==> config.mk <==
export PLATFORM = sky130hd
export DESIGN_NAME = led_colscan_driver
export DESIGN_NICKNAME = d
export VERILOG_FILES = /design/src/rtl/led_scan_pkg.sv /design/src/rtl/scan_timer.sv /design/src/rtl/scan_mem.sv /design/src/rtl/scan_transpose.sv /design/src/rtl/led_colscan_driver.sv
export SDC_FILE = /design/constraint.sdc
export NUM_CORES = 1
export LEC_CHECK = 0
export BUFFER_PORTS_ARGS = -buffer_cell sky130_fd_sc_hd__buf_2
export CAP_MARGIN = 20
export CELL_PAD_IN_SITES_DETAIL_PLACEMENT = 1
export CELL_PAD_IN_SITES_GLOBAL_PLACEMENT = 1
export CORE_MARGIN = 10
export CORE_UTILIZATION = 35
export CTS_CLUSTER_SIZE = 8
export DETAILED_ROUTE_END_ITERATION = 10
export MAX_ROUTING_LAYER = met4
export PLACE_DENSITY = 0.68
export SYNTH_ARGS = -nofsm -noshare
export SYNTH_HDL_FRONTEND = slang
export SYNTH_SLANG_ARGS = --single-unit
export TNS_END_PERCENT = 100
==> constraint.sdc <==
create_clock -name clk -period 20.1 [get_ports clk]
set_clock_uncertainty 0.2 [all_clocks]
set_input_delay 1.005 -clock clk [delete_from_list [all_inputs] [get_ports clk]]
set_output_delay 1.005 -clock clk [all_outputs]
set_load 0.05 [all_outputs]
==> src/rtl/led_scan_pkg.sv <==
package led_scan_pkg;
  localparam int PCT_MIN = 1;
  localparam int PCT_MAX = 99;

  function automatic logic [6:0] clamp_pct(input logic [6:0] raw);
    if (int'(raw) < PCT_MIN) return 7'(PCT_MIN);
    if (int'(raw) > PCT_MAX) return 7'(PCT_MAX);
    return raw;
  endfunction
endpackage

==> src/rtl/scan_timer.sv <==
module scan_timer #(
  parameter int SLOT_CYCLES = 2000,
  parameter int COLS        = 8,
  localparam int CNT_W = $clog2(SLOT_CYCLES),
  localparam int COL_W = $clog2(COLS)
) (
  input  logic             clk,
  input  logic             rst_n,
  output logic [CNT_W-1:0] cnt_o,
  output logic [COL_W-1:0] col_o,
  output logic [COL_W-1:0] col_nxt_o,
  output logic [COLS-1:0]  ring_o,
  output logic             slot_end_o
);
  logic [CNT_W-1:0] cnt_q, cnt_d;
  logic [COL_W-1:0] col_q, col_d, col_nxt;
  logic [COLS-1:0]  ring_q, ring_d;
  logic             slot_end;

  always_comb begin
    slot_end = (int'(cnt_q) == SLOT_CYCLES - 1);
    col_nxt  = (int'(col_q) == COLS - 1) ? '0 : col_q + 1'b1;
    cnt_d    = slot_end ? '0 : cnt_q + 1'b1;
    col_d    = slot_end ? col_nxt : col_q;
    ring_d   = slot_end ? {ring_q[COLS-2:0], ring_q[COLS-1]} : ring_q;
  end

  always_ff @(posedge clk or negedge rst_n) begin
    if (!rst_n) begin
      cnt_q  <= '0;
      col_q  <= '0;
      ring_q <= COLS'(1);
    end else begin
      cnt_q  <= cnt_d;
      col_q  <= col_d;
      ring_q <= ring_d;
    end
  end

  assign cnt_o      = cnt_q;
  assign col_o      = col_q;
  assign col_nxt_o  = col_nxt;
  assign ring_o     = ring_q;
  assign slot_end_o = slot_end;

  AST_SLOT_WRAP: assert property (@(posedge clk) disable iff (!rst_n)
    slot_end |=> (cnt_q == '0));
  AST_RING_TRACKS_COL: assert property (@(posedge clk) disable iff (!rst_n)
    ring_q == (COLS'(1) << col_q));
  AST_COL_STEP: assert property (@(posedge clk) disable iff (!rst_n)
    slot_end |=> (col_q == $past(col_nxt)));
endmodule

==> src/rtl/scan_mem.sv <==
module scan_mem #(
  parameter int MODULES = 7,
  parameter int COLS    = 8,
  parameter int W       = 8,
  localparam int DEPTH  = MODULES * COLS,
  localparam int ADDR_W = $clog2(DEPTH),
  localparam int COL_W  = $clog2(COLS)
) (
  input  logic                         clk,
  input  logic                         rst_n,
  input  logic                         wr_en,
  input  logic [ADDR_W-1:0]            wr_addr,
  input  logic [W-1:0]                 wr_data,
  input  logic [COL_W-1:0]             rd_col,
  output logic [MODULES-1:0][W-1:0]    rd_bytes
);
  logic [DEPTH-1:0][W-1:0] mem_q, mem_d;
  logic                    wr_ok;

  always_comb begin
    wr_ok = wr_en && (int'(wr_addr) < DEPTH);
    mem_d = mem_q;
    if (wr_ok) mem_d[wr_addr] = wr_data;
  end

  always_ff @(posedge clk or negedge rst_n) begin
    if (!rst_n) mem_q <= '0;
    else if (wr_ok) mem_q <= mem_d;
  end

  for (genvar m = 0; m < MODULES; m++) begin : g_rd
    assign rd_bytes[m] = mem_q[m * COLS + int'(rd_col)];
  end

  AST_OOR_WRITE_IGNORED: assert property (@(posedge clk) disable iff (!rst_n)
    (wr_en && int'(wr_addr) >= DEPTH) |=> $stable(mem_q));
endmodule

==> src/rtl/scan_transpose.sv <==
module scan_transpose #(
  parameter int MODULES = 7,
  parameter int W       = 8,
  localparam int BUS_W  = MODULES + 1
) (
  input  logic [MODULES-1:0][W-1:0] bytes_i,
  output logic [W-1:0][BUS_W-1:0]   words_o
);
  for (genvar n = 0; n < W; n++) begin : g_word
    assign words_o[n][0] = 1'b0;
    for (genvar m = 0; m < MODULES; m++) begin : g_lane
      assign words_o[n][m+1] = bytes_i[m][n];
    end
  end
endmodule

==> src/rtl/led_colscan_driver.sv <==
module led_colscan_driver #(
  parameter int SLOT_CYCLES = 2000,
  parameter int MODULES     = 7,
  parameter int COLS        = 8,
  parameter int W           = 8,
  localparam int DEPTH  = MODULES * COLS,
  localparam int ADDR_W = $clog2(DEPTH),
  localparam int BUS_W  = MODULES + 1,
  localparam int CNT_W  = $clog2(SLOT_CYCLES),
  localparam int COL_W  = $clog2(COLS),
  localparam int LW     = $clog2(W),
  localparam int PCT    = SLOT_CYCLES / 100,
  localparam int LOAD_CYC = 2 * W
) (
  input  logic              clk,
  input  logic              rst_n,
  input  logic              wr_en,
  input  logic [ADDR_W-1:0] wr_addr,
  input  logic [W-1:0]      wr_data,
  input  logic [6:0]        duty_pct,
  output logic [BUS_W-1:0]  bus_o,
  output logic              blank_o
);
  import led_scan_pkg::*;

  if (BUS_W != COLS) begin : g_bad_bus
    $error("bus width must equal column count");
  end
  if (PCT < LOAD_CYC + 1) begin : g_bad_slot
    $error("one percent of a slot must hold the load window");
  end

  logic [1:0] rst_sync_q;
  logic       rst_i_n;

  always_ff @(posedge clk or negedge rst_n) begin
    if (!rst_n) rst_sync_q <= '0;
    else        rst_sync_q <= {rst_sync_q[0], 1'b1};
  end
  assign rst_i_n = rst_sync_q[1];

  logic [CNT_W-1:0]              cnt;
  logic [COL_W-1:0]              col, col_nxt;
  logic [COLS-1:0]               ring;
  logic                          slot_end;
  logic [MODULES-1:0][W-1:0]     fetch;
  logic [W-1:0][BUS_W-1:0]       words;
  logic [W-1:0][BUS_W-1:0]       sh_q, sh_d;
  logic [6:0]                    duty_q, duty_d;
  logic [CNT_W-1:0]              blank_len;
  logic [LW-1:0]                 widx;
  logic                          in_load;

  scan_timer #(.SLOT_CYCLES(SLOT_CYCLES), .COLS(COLS)) u_timer (
    .clk(clk), .rst_n(rst_i_n), .cnt_o(cnt), .col_o(col),
    .col_nxt_o(col_nxt), .ring_o(ring), .slot_end_o(slot_end)
  );

  scan_mem #(.MODULES(MODULES), .COLS(COLS), .W(W)) u_mem (
    .clk(clk), .rst_n(rst_i_n), .wr_en(wr_en), .wr_addr(wr_addr),
    .wr_data(wr_data), .rd_col(col_nxt), .rd_bytes(fetch)
  );

  scan_transpose #(.MODULES(MODULES), .W(W)) u_xpose (
    .bytes_i(fetch), .words_o(words)
  );

  always_comb begin
    sh_d   = slot_end ? words : sh_q;
    duty_d = slot_end ? clamp_pct(duty_pct) : duty_q;
  end

  always_ff @(posedge clk or negedge rst_i_n) begin
    if (!rst_i_n) begin
      sh_q   <= '0;
      duty_q <= 7'(PCT_MIN);
    end else if (slot_end) begin
      sh_q   <= sh_d;
      duty_q <= duty_d;
    end
  end

  always_comb begin
    blank_len = CNT_W'((100 - int'(duty_q)) * PCT);
    in_load   = (int'(cnt) < LOAD_CYC);
    widx      = LW'(W - 1) - cnt[LW:1];
    blank_o   = (cnt < blank_len);
    if (in_load) bus_o = sh_q[widx] | BUS_W'(cnt[0]);
    else         bus_o = ~ring;
  end

  AST_BLANK_COVERS_LOAD: assert property (@(posedge clk) disable iff (!rst_i_n)
    (int'(cnt) <= LOAD_CYC) |-> blank_o);
  AST_ONE_LINE_LOW: assert property (@(posedge clk) disable iff (!rst_i_n)
    !in_load |-> ($countones(bus_o) == COLS - 1));
  AST_CLK_RISE_HOLDS_DATA: assert property (@(posedge clk) disable iff (!rst_i_n)
    (in_load && cnt[0]) |-> (bus_o[0] && bus_o[BUS_W-1:1] == $past(bus_o[BUS_W-1:1])));
  AST_DUTY_CLAMPED: assert property (@(posedge clk) disable iff (!rst_i_n)
    (int'(duty_q) >= PCT_MIN && int'(duty_q) <= PCT_MAX));
  AST_SHADOW_HELD: assert property (@(posedge clk) disable iff (!rst_i_n)
    !slot_end |=> $stable(sh_q));
endmodule

==> impl_metrics.toml <==
[floorplanning]
placement_rows = 97
die_w_um = 287
die-area_mm2 = 0.0825
core-area_mm2 = 0.0704
ios = 33
initial_core_util_pct = 35.5
dieHeight_um = 287

[placed_design]
gp_congestion = 0.795
place_ws_ns = 15.19
postPlaceCellArea_mm2 = 0.0259
portBuffers = 32
dp_hpwl_um = 40600

[sta]
fin_crit_sh_pct = 26.7
fin_ws_ns = 14.74
rsz0062_at_grt = "false"
slew_viol_final = 0
max_freq_ghz = 0.187
setup_viol = 0
hold_violations = 0
worst_pin_slew_ns = 1.11
layout_min_cycle_time_ns = 5.36
maxSlewHeadroom_pct = 25.7
fin_tns_setup_ns = 0

[worst_setup_path]
worstPathRequired_ns = 18.90
crit_path_cell_trace = "inv_1 > ha_1 > nand2b_1 > a21oi_1 > a21oi_1 > ha_1 > ha_1 > a21oi_1 > o21ai_0 > a21oi_1 > o21ba_2 > xnor2_1 > ha_1 > o21a_1 > a21oi_1 > buf_2"
cp-end-kind = "output pin"
crit_path_start_kind = "flip-flop"
reg2reg_slack_ns = 15.20
crit_path_top_delay_cell = "dfstp_2"
max_stage_delay_ns = 0.57
critPathTopFamily = "compound AO/OA/AOI/OAI gates"
cp.arrival_ns = 4.16
path_common_cell = "a21oi_1"
crit_type = "flip-flop to output pin"
path_buf_inv = 2
crit_fanout = 6

[synthesis]
synth_ff_type = "dfrtp_1"
synthArstFlopShare_pct = 100
syn-cell-area_mm2 = 0.0250
synth_nets = 2308
ys_types = 46
synth_cells = 2260
ys_ff_latch = 535
syn_avg_cell_area_um2 = 11.1
yosysSeqAreaShare_pct = 53.6
yosysWarnings = 0
synth_edf_count = 0

[global_route]
grt_overflow = 0
grt_max_degree = 87
antenna_found_initial = 1
grt_use_total_pct = 17.3
grt_pass1_vias = 19179
grt_first_pass_wirelength_um = 110000

[clocking]
cts_root_buf = "clkbuf_16"
cts_resized = 0
clk_latency_ns = 0.62
post-cts-setup-buffers = 0
cts_tree = "built"
htree_levels = 3
cts_buffer_depth = 3
cts_buffers = 77
clk_pin_slew_ns = 0.05
cts_num_sinks = 535

[cells_and_area]
n_fill_cell = 7633
fin_area_mm2 = 0.0282
nets = 2285
finish.utilization_pct = 40.0
area_growth_pct = 12.8
drive_gt1_share_pct = 27.1

[route]
first_pass_iters = 5
via_per_inst = 5.49
num_vias = 17518
drt_iter0_drc = 901
wl_um = 69800
remaining_drc_errors = 0
drtAntennaViolNets = 0
detail_route.wl_per_cell_um = 21.9

[pwr]
power.density_mw_per_mm2 = 94.9
p_leak_nw = 12.6
vdd_ir_drop_max_uv = 53.5

[run_status]
status = "finished, final reports clean"

[min_path]
hold_class = "flip-flop to flip-flop"

[run]
cap_violations = 0
-- what timing repair did --
item	CTS	global route
endpoints found under the setup margin	0	0
hold endpoints to repair	2	0
hold buffers	1	0
-- state kept, by name (all words and copies together) (netlist names) --
name,flops
sh_q,56
u_timer.cnt_o,11
u_mem.mem_q,448
duty_q,7
u_timer.ring_o,8
u_timer.col_o,3
rst_sync_q,2
-- cell families (layout without fill, tap and decap cells) --
group           Yosys count  in the layout  synth area share (%)
mux                     427            427                  19.9
xor+xnor                 15             15                 0.525
simple gates            580            580                  10.4
flops                   535            535                  53.6
fa+ha+maj                24             24                  1.23
buf+inv                 246            236                  3.96
compound gates          432            432                  10.5
other cells               1              2                0.0150
-- routing by layer --
layer	track usage, %	wire [um]
met5	-	0
met4	4.75	1400
met3	2.70	2240
met2	29.0	34600
met1	21.5	31600
-- Yosys cell counts (all sizes together), types with 2 or more instances --
master,instances,share of area (%)
nor2,103,1.8
a211oi,63,1.9
a311oi,55,1.9
mux2,405,18
o22ai,2,0.050
nand3b,3,0.090
mux4,15,1.4
nor3b,3,0.090
nand2,312,4.7
nor2b,70,1.8
xor2,5,0.18
nor3,6,0.14
nor4,2,0.11
xnor2,10,0.35
dfstp,2,0.21
a22o,2,0.070
and3,5,0.13
clkbuf,128,1.9
o21ai,121,2.4
nand2b,6,0.15
a21oi,129,2.6
a31oi,55,1.4
inv,73,1.1
mux2i,7,0.28
buf,45,0.94
ha,23,1.2
dfrtp,533,53
nand3,67,1.4
-- path summary, 6_finish.rpt --
kind	startpoint	end	depth (start not counted)
min in group asynchronous	rst_sync_q[1]	u_mem.mem_q[157]	0
worst min-delay path	rst_sync_q[0]	rst_sync_q[1]	0
worst max register to register	u_timer.col_o[0]	sh_q[27]	9
worst min register to register	rst_sync_q[0]	rst_sync_q[1]	0
worst max-delay path	duty_q[0]	blank_o	16
max in group asynchronous	rst_sync_q[1]	u_mem.mem_q[7]	3
-- metrics by stage --
stage,hold WS (ns),std cells,total power [mW]
after floorplan,0.131,2260,1.45
after global placement,0.138,3087,1.50
after detailed placement,0.136,3088,1.52
after CTS,0.147,3181,2.71
after global routing,0.162,3190,2.80
final,0.148,3191,2.67
-- final cells by class --
cell class                 instances  area (um^2)  share of cell area [%]
clock inverter                     5         87.6                   0.311
clock buffer                      87         2010                    7.11
tap                              940         1180                    4.17
multi-input combinational       1479        10700                    37.8
sequential                       535        13400                    47.5
timing repair buffer              71          588                    2.09
antenna                            1         2.50                 0.00888
inverter                          73          274                   0.972
-- report_power, final --
part / internal [mW] / switching (mW)
Combinational: 0.122 / 0.121
Clock: 0.707 / 0.455
Sequential: 1.21 / 0.0628
-- worst register-to-register path, cell delays in order (launching register included) --
cell and delay (ns):
dfrtp_4 1.00, ha_1 0.33, ha_4 0.17, nand2b_4 0.68, buf_4 0.91, buf_4 0.79
a211oi_1 0.15, a311oi_1 0.34, a31oi_1 0.07, a21oi_1 0.18
-- cells in the final DEF (no fill, tap or decap), types with 2 or more instances in the layout --
| master | n |
|---|---|
| nand3_1 | 66 |
| nand3b_1 | 3 |
| and3_1 | 5 |
| dfrtp_1 | 531 |
| clkbuf_16 | 78 |
| o22ai_1 | 2 |
| a211oi_1 | 63 |
| xor2_1 | 5 |
| clkinv_8 | 3 |
| buf_16 | 6 |
| clkbuf_8 | 2 |
| buf_2 | 32 |
| xnor2_1 | 10 |
| a31oi_1 | 55 |
| clkbuf_1 | 7 |
| nor2_1 | 81 |
| buf_4 | 31 |
| a21oi_1 | 129 |
| mux2i_1 | 7 |
| o21ai_0 | 120 |
| nor3b_2 | 2 |
| mux4_2 | 15 |
| nor3_1 | 5 |
| mux2_2 | 405 |
| nor2_2 | 21 |
| nor2b_1 | 70 |
| dfrtp_4 | 2 |
| a311oi_1 | 55 |
| nand2b_1 | 5 |
| dfstp_2 | 2 |
| a22o_1 | 2 |
| inv_1 | 73 |
| nand2_1 | 312 |
| ha_1 | 22 |
Power figures use the tool's default switching activity.
